[src/rtl/gpr_pkg.sv]
package gpr_pkg;
    localparam int OFS_W = 4;
    localparam int IDX_W = OFS_W - 1;
    localparam logic [IDX_W-1:0] MODE_IDX = 3'd6;
    localparam logic [IDX_W-1:0] TILE_IDX = 3'd7;
    localparam logic [4:0] PRE_BLANK_S0 = 5'h0F;
    localparam logic [4:0] PRE_BLANK_S1 = 5'h07;
    localparam logic [4:0] PRE_CELL_S0  = 5'h10;
    localparam logic [4:0] PRE_CELL_S1  = 5'h08;

    typedef struct packed {
        logic             crtc_we;
        logic             mode_we;
        logic             tile_we;
        logic [IDX_W-1:0] idx;
    } gpr_dec_t;
endpackage

[src/rtl/gpr_decode.sv]
module gpr_decode
    import gpr_pkg::*;
#(
    parameter int CRTC_SLOTS = 6
) (
    input  logic             cs,
    input  logic             wr_en,
    input  logic [OFS_W-1:0] ofs,
    output gpr_dec_t         dec
);
    logic strobe;

    always_comb begin
        strobe      = cs && wr_en && !ofs[0];
        dec.idx     = ofs[OFS_W-1:1];
        dec.mode_we = strobe && (dec.idx == MODE_IDX);
        dec.tile_we = strobe && (dec.idx == TILE_IDX);
        dec.crtc_we = strobe && (int'(dec.idx) < CRTC_SLOTS);
    end


    always_comb begin
        one_target_chk: assert ($onehot0({dec.crtc_we, dec.mode_we, dec.tile_we}));
    end
endmodule

[src/rtl/gpr_crtc_bank.sv]
module gpr_crtc_bank
    import gpr_pkg::*;
#(
    parameter int SLOTS  = 6,
    parameter int W      = 5,
    parameter int DATA_W = 8
) (
    input  logic              clk,
    input  logic              rst,
    input  logic              strap,
    input  logic              we,
    input  logic [IDX_W-1:0]  idx,
    input  logic [DATA_W-1:0] wdata,
    input  logic              ack,
    output logic [SLOTS*W-1:0] regs_o,
    output logic              redraw_o
);
    typedef struct packed {
        logic [SLOTS-1:0][W-1:0] regs;
        logic                    redraw;
    } st_t;

    st_t        st_d, st_q;
    logic [W-1:0] val;
    logic [W-1:0] cur;
    logic         differs;

    function automatic logic [SLOTS-1:0][W-1:0] preset(input logic s);
        logic [SLOTS-1:0][W-1:0] p;
        p    = '0;
        p[1] = s ? W'(PRE_BLANK_S1) : W'(PRE_BLANK_S0);
        p[2] = s ? W'(PRE_CELL_S1)  : W'(PRE_CELL_S0);
        return p;
    endfunction

    always_comb begin
        val     = wdata[W-1:0];
        cur     = st_q.regs[idx];
        differs = we && (cur != val);
        st_d    = st_q;
        if (ack) st_d.redraw = 1'b0;
        if (differs) begin
            st_d.regs[idx] = val;
            st_d.redraw    = 1'b1;
        end
        if (rst) begin
            st_d.regs   = preset(strap);
            st_d.redraw = 1'b1;
        end
    end

    always_ff @(posedge clk) st_q <= st_d;

    assign regs_o   = st_q.regs;
    assign redraw_o = st_q.redraw;

    logic armed_q = 1'b0;
    always_ff @(posedge clk) armed_q <= armed_q | rst;


    crtc_reset_chk: assert property (@(posedge clk) disable iff (!armed_q)
        rst |=> redraw_o);

    same_value_chk: assert property (@(posedge clk) disable iff (!armed_q)
        (!rst && we && !ack && !redraw_o && cur == val) |=> (!redraw_o && $stable(regs_o)));

    change_raise_chk: assert property (@(posedge clk) disable iff (!armed_q)
        (!rst && we && cur != val) |=> redraw_o);

    ack_clear_chk: assert property (@(posedge clk) disable iff (!armed_q)
        (!rst && ack && !we) |=> !redraw_o);
endmodule

[src/rtl/gpr_charger.sv]
module gpr_charger
    import gpr_pkg::*;
#(
    parameter int TILES    = 4,
    parameter int DATA_W   = 8,
    parameter int UNIT_REV = 2
) (
    input  logic                    clk,
    input  logic                    rst,
    input  logic                    mode_we,
    input  logic                    tile_we,
    input  logic [DATA_W-1:0]       wdata,
    output logic [DATA_W-1:0]       mode_o,
    output logic [1:0]              op_o,
    output logic [3:0]              couple_o,
    output logic [TILES*DATA_W-1:0] tiles_o
);
    localparam int PTR_W      = $clog2(TILES);
    localparam bit HAS_UNIT   = (UNIT_REV != 0);
    localparam bit HAS_COUPLE = (UNIT_REV >= 2);

    typedef struct packed {
        logic [DATA_W-1:0]             mode;
        logic [PTR_W-1:0]              ptr;
        logic [1:0]                    op;
        logic [1:0]                    couple;
        logic [TILES-1:0][DATA_W-1:0]  tiles;
    } st_t;

    st_t st_d, st_q;
    logic [PTR_W-1:0] ptr_next;

    always_comb begin
        ptr_next = (st_q.ptr == PTR_W'(TILES - 1)) ? '0 : st_q.ptr + 1'b1;
        st_d     = st_q;
        if (tile_we) begin
            st_d.tiles[st_q.ptr] = wdata;
            st_d.ptr             = ptr_next;
        end
        if (mode_we && HAS_UNIT) begin
            st_d.mode = wdata;
            st_d.ptr  = '0;
            st_d.op   = wdata[DATA_W-1:DATA_W-2];
            if (HAS_COUPLE) st_d.couple = wdata[DATA_W-1:DATA_W-2];
        end
        if (rst) st_d = '0;
    end

    always_ff @(posedge clk) st_q <= st_d;

    assign mode_o   = st_q.mode;
    assign op_o     = st_q.op;
    assign couple_o = {st_q.couple, 2'b00};
    assign tiles_o  = st_q.tiles;

    logic armed_q = 1'b0;
    always_ff @(posedge clk) armed_q <= armed_q | rst;


    unit_reset_chk: assert property (@(posedge clk) disable iff (!armed_q)
        rst |=> (mode_o == '0 && st_q.ptr == '0 && tiles_o == '0));

    tile_step_chk: assert property (@(posedge clk) disable iff (!armed_q)
        (!rst && tile_we && !mode_we) |=> (st_q.ptr == $past(ptr_next)));

    generate
        if (HAS_UNIT) begin : g_unit

            mode_load_chk: assert property (@(posedge clk) disable iff (!armed_q)
                (!rst && mode_we) |=> (st_q.ptr == '0 && mode_o == $past(wdata)));
        end else begin : g_absent

            mode_ignore_chk: assert property (@(posedge clk) disable iff (!armed_q)
                (!rst && mode_we) |=> ($stable(mode_o) && $stable(op_o)));
        end
        if (!HAS_COUPLE) begin : g_nocouple

            couple_hold_chk: assert property (@(posedge clk) disable iff (!armed_q)
                !rst |=> $stable(couple_o));
        end
    endgenerate
endmodule

[src/rtl/gfx_port_regs.sv]
module gfx_port_regs
    import gpr_pkg::*;
#(
    parameter int CRTC_SLOTS = 6,
    parameter int CRTC_W     = 5,
    parameter int DATA_W     = 8,
    parameter int TILES      = 4,
    parameter int UNIT_REV   = 2
) (
    input  logic                         clk,
    input  logic                         bios_rst,
    input  logic                         cfg_strap,
    input  logic                         cs,
    input  logic                         wr_en,
    input  logic [OFS_W-1:0]             ofs,
    input  logic [DATA_W-1:0]            wdata,
    output logic [DATA_W-1:0]            rd_data,
    input  logic                         redraw_ack,
    output logic                         redraw_o,
    output logic [CRTC_SLOTS*CRTC_W-1:0] crtc_o,
    output logic [1:0]                   plane_op_o,
    output logic [3:0]                   couple_o,
    output logic [TILES*DATA_W-1:0]      tiles_o
);
    localparam logic [OFS_W-1:0] MODE_OFS = {MODE_IDX, 1'b0};

    gpr_dec_t          dec;
    logic [DATA_W-1:0] mode_q;

    gpr_decode #(.CRTC_SLOTS(CRTC_SLOTS)) i_decode (
        .cs    (cs),
        .wr_en (wr_en),
        .ofs   (ofs),
        .dec   (dec)
    );

    gpr_crtc_bank #(.SLOTS(CRTC_SLOTS), .W(CRTC_W), .DATA_W(DATA_W)) i_crtc (
        .clk      (clk),
        .rst      (bios_rst),
        .strap    (cfg_strap),
        .we       (dec.crtc_we),
        .idx      (dec.idx),
        .wdata    (wdata),
        .ack      (redraw_ack),
        .regs_o   (crtc_o),
        .redraw_o (redraw_o)
    );

    gpr_charger #(.TILES(TILES), .DATA_W(DATA_W), .UNIT_REV(UNIT_REV)) i_charger (
        .clk      (clk),
        .rst      (bios_rst),
        .mode_we  (dec.mode_we),
        .tile_we  (dec.tile_we),
        .wdata    (wdata),
        .mode_o   (mode_q),
        .op_o     (plane_op_o),
        .couple_o (couple_o),
        .tiles_o  (tiles_o)
    );

    assign rd_data = (cs && ofs == MODE_OFS) ? mode_q : '0;
endmodule

[config.mk]
export PLATFORM = sky130hd
export DESIGN_NAME = gfx_port_regs
export DESIGN_NICKNAME = d
export VERILOG_FILES = /design/src/rtl/gpr_pkg.sv /design/src/rtl/gpr_decode.sv /design/src/rtl/gpr_crtc_bank.sv /design/src/rtl/gpr_charger.sv /design/src/rtl/gfx_port_regs.sv
export SDC_FILE = /design/constraint.sdc
export NUM_CORES = 1
export LEC_CHECK = 0
export BUFFER_PORTS_ARGS = -buffer_cell sky130_fd_sc_hd__buf_2
export CAP_MARGIN = 15
export CORE_UTILIZATION = 30
export DETAILED_ROUTE_END_ITERATION = 10
export MAX_ROUTING_LAYER = met4
export PLACE_DENSITY_LB_ADDON = 0.2
export SYNTH_ARGS = -nofsm -noshare
export SYNTH_HDL_FRONTEND = slang
export SYNTH_SLANG_ARGS = --single-unit
[constraint.sdc]
create_clock -name clk -period 4.6 [get_ports clk]
set_input_delay 0.92 -clock clk [delete_from_list [all_inputs] [get_ports clk]]
set_output_delay 0.92 -clock clk [all_outputs]
set_load 0.02 [all_outputs]
==> PnR_summary.wiki <==
{| class="wikitable"
! Metric !! Value
|-
| Power per standard cell area || 334 nW/um^2
|-
| Maximum number of pins on one net before global-route repair || 44
|-
| Ant. Diodes || 0
|-
| Max Fanout on Critical Path || 24
|-
| Number of clock buffers inserted by TritonCTS || 9
|-
| Post-DR wirelength/cell || 15.7 um
|-
| Count of vias placed by the detailed router || 2924
|-
| Unrepaired setup endpoints after global routing || false
|-
| Global-route usage over all layers || 0.161
|-
| Peak clock frequency supported by timing || 0.318 GHz
|-
| Starting Density || 0.310
|-
| Die Y-Extent || 114 um
|-
| I/O Buffers || 92
|-
| CTS resizes || 0
|-
| Number of synthesized register bits || 73
|-
| Floorplan die area || 13000 sq um
|-
| Final non-filler cell area || 4280 sq um
|-
| Most common cell after layout, fill and taps aside || sky130_fd_sc_hd__buf_2
|-
| Routed Antenna Nets || 0
|-
| DRC viols || 0
|-
| Type of the setup path with the least slack || input port to flip-flop
|-
| Max-Cap Viols || 0
|-
| Final number of max-transition violations || 0
|-
| Final critical-path required period || 3140 ps
|-
| Setup TNS || 0 ps
|-
| Least-Margin Pin Slew || 843 ps
|-
| Number of flops mapped to enable cells by yosys || 10
|-
| Hold Fails Final Rpt || 0
|-
| Leading cell types by total area after synthesis || sky130_fd_sc_hd__dfxtp_1 34%, sky130_fd_sc_hd__mux2i_1 11%, sky130_fd_sc_hd__buf_4 8.4%
|-
| Data arrival time of the critical path || 3220 ps
|-
| Clock transition at the register clock pins on the worst setup and hold paths after CTS || 60 ps
|-
| Final worst clock skew || 4.20 ps
|-
| Total of warnings raised by yosys || 0
|-
| Cell taking the most area after synthesis || sky130_fd_sc_hd__dfxtp_1
|-
| Critical path launch point type || input port
|-
| Antenna violations before repair || 0
|-
| Master of the slowest instance on the critical path || sky130_fd_sc_hd__or4_1
|-
| Estimated wirelength of the detail-placed design || 6900 um
|-
| Worst-case headroom to the max-slew limit || 0.437
|-
| Top library cells by usage in the layout, fill and taps aside || 92 x sky130_fd_sc_hd__buf_2, 63 x sky130_fd_sc_hd__dfxtp_1, 42 x sky130_fd_sc_hd__mux2i_1, 42 x sky130_fd_sc_hd__nand2_1, 35 x sky130_fd_sc_hd__a21oi_1
|-
| # Post-CTS Setup Buffers || 0
|-
| Total placed instance area || 4000 sq um
|-
| Hold-fix buffers, CTS || 0
|-
| Number of iterations in the first detailed-routing pass || 4
|-
| CTS tree || built
|-
| Area of the mapped netlist || 3750 sq um
|-
| Layout cell share with drive strength beyond 1 || 0.273
|-
| Root Driver || sky130_fd_sc_hd__clkbuf_16
|-
| Area inside the core boundary || 12100 sq um
|-
| Total length of routed wires || 9760 um
|-
| Outcome || complete, no violations
|-
| Grt total ovfl || 0
|-
| Vias in the first global route || 2854
|-
| CP cell instances || buf_2, mux2i_1, o31ai_1, or4_1, a222oi_1, buf_4, nand2_2, a21o_2
|-
| Slowest stage delay, CP || 520 ps
|-
| Number of design-rule violations left by the first detailed-router iteration || 182
|-
| Average footprint of a synthesized cell || 9.08 sq um
|-
| Number of top-level pins || 95
|-
| Fill cell total of the finished layout || 1342
|-
| Share of synthesized flip-flops with an asynchronous set or reset || 0
|-
| Portion of the post-synthesis area used by sequential elements || 0.416
|-
| Global placement routability congestion || 0.748
|-
| NumNets Final || 472
|-
| Worst voltage drop across the vdd grid || 0.125 mV
|-
| Finish-stage setup viols || 0
|-
| Count of distinct cell types in the synthesized netlist || 47
|-
| Die boundary width || 114 um
|-
| Synthesis-to-layout area growth || 14.0%
|-
| Buffers from clock root to sink, at most || 2
|-
| Sink count of the clock tree || 73
|-
| Htree depth || 3
|-
| Std cell rows || 40
|-
| Gate Count Post-Synth || 413
|-
| Clock latency on the worst-skew pair || 340 ps
|-
| Hold Path Class || flip-flop to flip-flop
|-
| Wire length of the first global-routing pass || 15400 um
|-
| Share of the synthesized area in the top cell type || 0.336
|-
| Req. time, crit path || 4680 ps
|-
| Vias/cell || 4.70
|-
| Period utilization || 0.684
|-
| Leading register cell type out of synthesis || sky130_fd_sc_hd__dfxtp_1
|-
| Critical Path Sink Type || flip-flop
|-
| Pleak || 0.00184 uW
|}
==> synth_stat cells, types with 2 or more instances <==
master,n
sky130_fd_sc_hd__nand4b_1,4
sky130_fd_sc_hd__nand3_1,32
sky130_fd_sc_hd__a31o_2,4
sky130_fd_sc_hd__buf_6,2
sky130_fd_sc_hd__or4_1,2
sky130_fd_sc_hd__edfxtp_1,10
sky130_fd_sc_hd__and2_1,10
sky130_fd_sc_hd__mux2i_1,42
sky130_fd_sc_hd__o31ai_1,5
sky130_fd_sc_hd__mux2_2,3
sky130_fd_sc_hd__ha_1,4
sky130_fd_sc_hd__clkbuf_1,20
sky130_fd_sc_hd__clkbuf_2,2
sky130_fd_sc_hd__a21o_2,3
sky130_fd_sc_hd__buf_2,4
sky130_fd_sc_hd__a21o_1,2
sky130_fd_sc_hd__nand4_1,2
sky130_fd_sc_hd__mux4_2,2
sky130_fd_sc_hd__a21oi_1,35
sky130_fd_sc_hd__nand2_1,42
sky130_fd_sc_hd__nor3_1,8
sky130_fd_sc_hd__buf_4,42
sky130_fd_sc_hd__nor3b_1,2
sky130_fd_sc_hd__nand2b_1,28
sky130_fd_sc_hd__nor2_1,15
sky130_fd_sc_hd__inv_1,4
sky130_fd_sc_hd__nand3b_1,2
sky130_fd_sc_hd__dfxtp_1,63
==> stage by stage <==
stage / setup WS, ps / utilization / power, uW / std cells / hold WS, ps
floorplan: 1320 / - / 756 / 414 / 437
global placement: 1140 / 0.330 / 790 / 607 / 444
detailed placement: 1120 / 0.330 / 791 / 607 / 446
CTS: 1450 / 0.353 / 1450 / 622 / 454
global route: 1280 / 0.353 / 1480 / 622 / 473
finish: 1460 / 0.353 / 1430 / 622 / 451
==> kinds of logic (layout without fill, tap and decap cells) <==
logic type | after synthesis | after routing | synth area share
xor gates and xnor gates | 2 | 2 | 0.00467
and+or+nand+nor | 153 | 153 | 0.211
DFF | 73 | 73 | 0.416
muxes | 47 | 47 | 0.133
adders and majority gates | 4 | 4 | 0.0133
other | 1 | 2 | 0.00100
AOI/OAI and AO/OA | 57 | 57 | 0.0941
buffers and inverters | 76 | 116 | 0.127
==> state kept, by name, summed over array words and instances, names as in the netlist <==
register	count
i_charger.mode_o	6
i_crtc.redraw_o	1
i_charger.st_q	2
i_charger.op_o	2
i_crtc.regs_o	30
i_charger.tiles_o	32
==> power by group <==
part           switching, uW  internal, uW  total [uW]  leakage (uW)
clock network            261           392         653      0.000137
registers               8.30           656         665      0.000608
logic                   72.8          38.4         111       0.00109
total                    342          1090        1430       0.00184
==> layer usage <==
metal	share of wire	track usage
met1	0.46	0.219
met2	0.46	0.234
met3	0.055	0.0308
met4	0.018	0.0658
met5	0	-
==> critical path, delay by kind of cell <==
family / cells / cell delay, ps
muxes: 1 / 260
buffers and inverters: 2 / 660
AOI/OAI and AO/OA: 3 / 740
and+or+nand+nor: 2 / 630
==> final timing paths <==
check | startpoint | endpoint | slack (ps) | depth (start not counted)
setup / recovery | ofs[1] | i_crtc.regs_o[11]$_SDFFCE_PP0P_ | 1460 | 8
hold / removal | i_charger.tiles_o[0]$_SDFFE_PP0P_ | i_charger.tiles_o[0]$_SDFFE_PP0P_ | 450 | 2
setup reg to reg | i_crtc.regs_o[5]$_SDFFCE_PP1P_ | i_crtc.regs_o[11]$_SDFFCE_PP0P_ | 2110 | 7
hold reg to reg | i_charger.tiles_o[0]$_SDFFE_PP0P_ | i_charger.tiles_o[0]$_SDFFE_PP0P_ | 450 | 2
==> cell type report <==
| cell class | instances | area (sq um) | share of cell area |
|---|---|---|---|
| inverter | 4 | 15.0 | 0.00351 |
| clock inverter | 3 | 15.0 | 0.00351 |
| multi-input combinational | 265 | 1720 | 0.402 |
| sequential | 73 | 1560 | 0.365 |
| timing repair buffer | 97 | 498 | 0.116 |
| tap | 168 | 210 | 0.0492 |
| clock buffer | 12 | 258 | 0.0603 |
No activity file was read; power rests on OpenSTA's default activity.
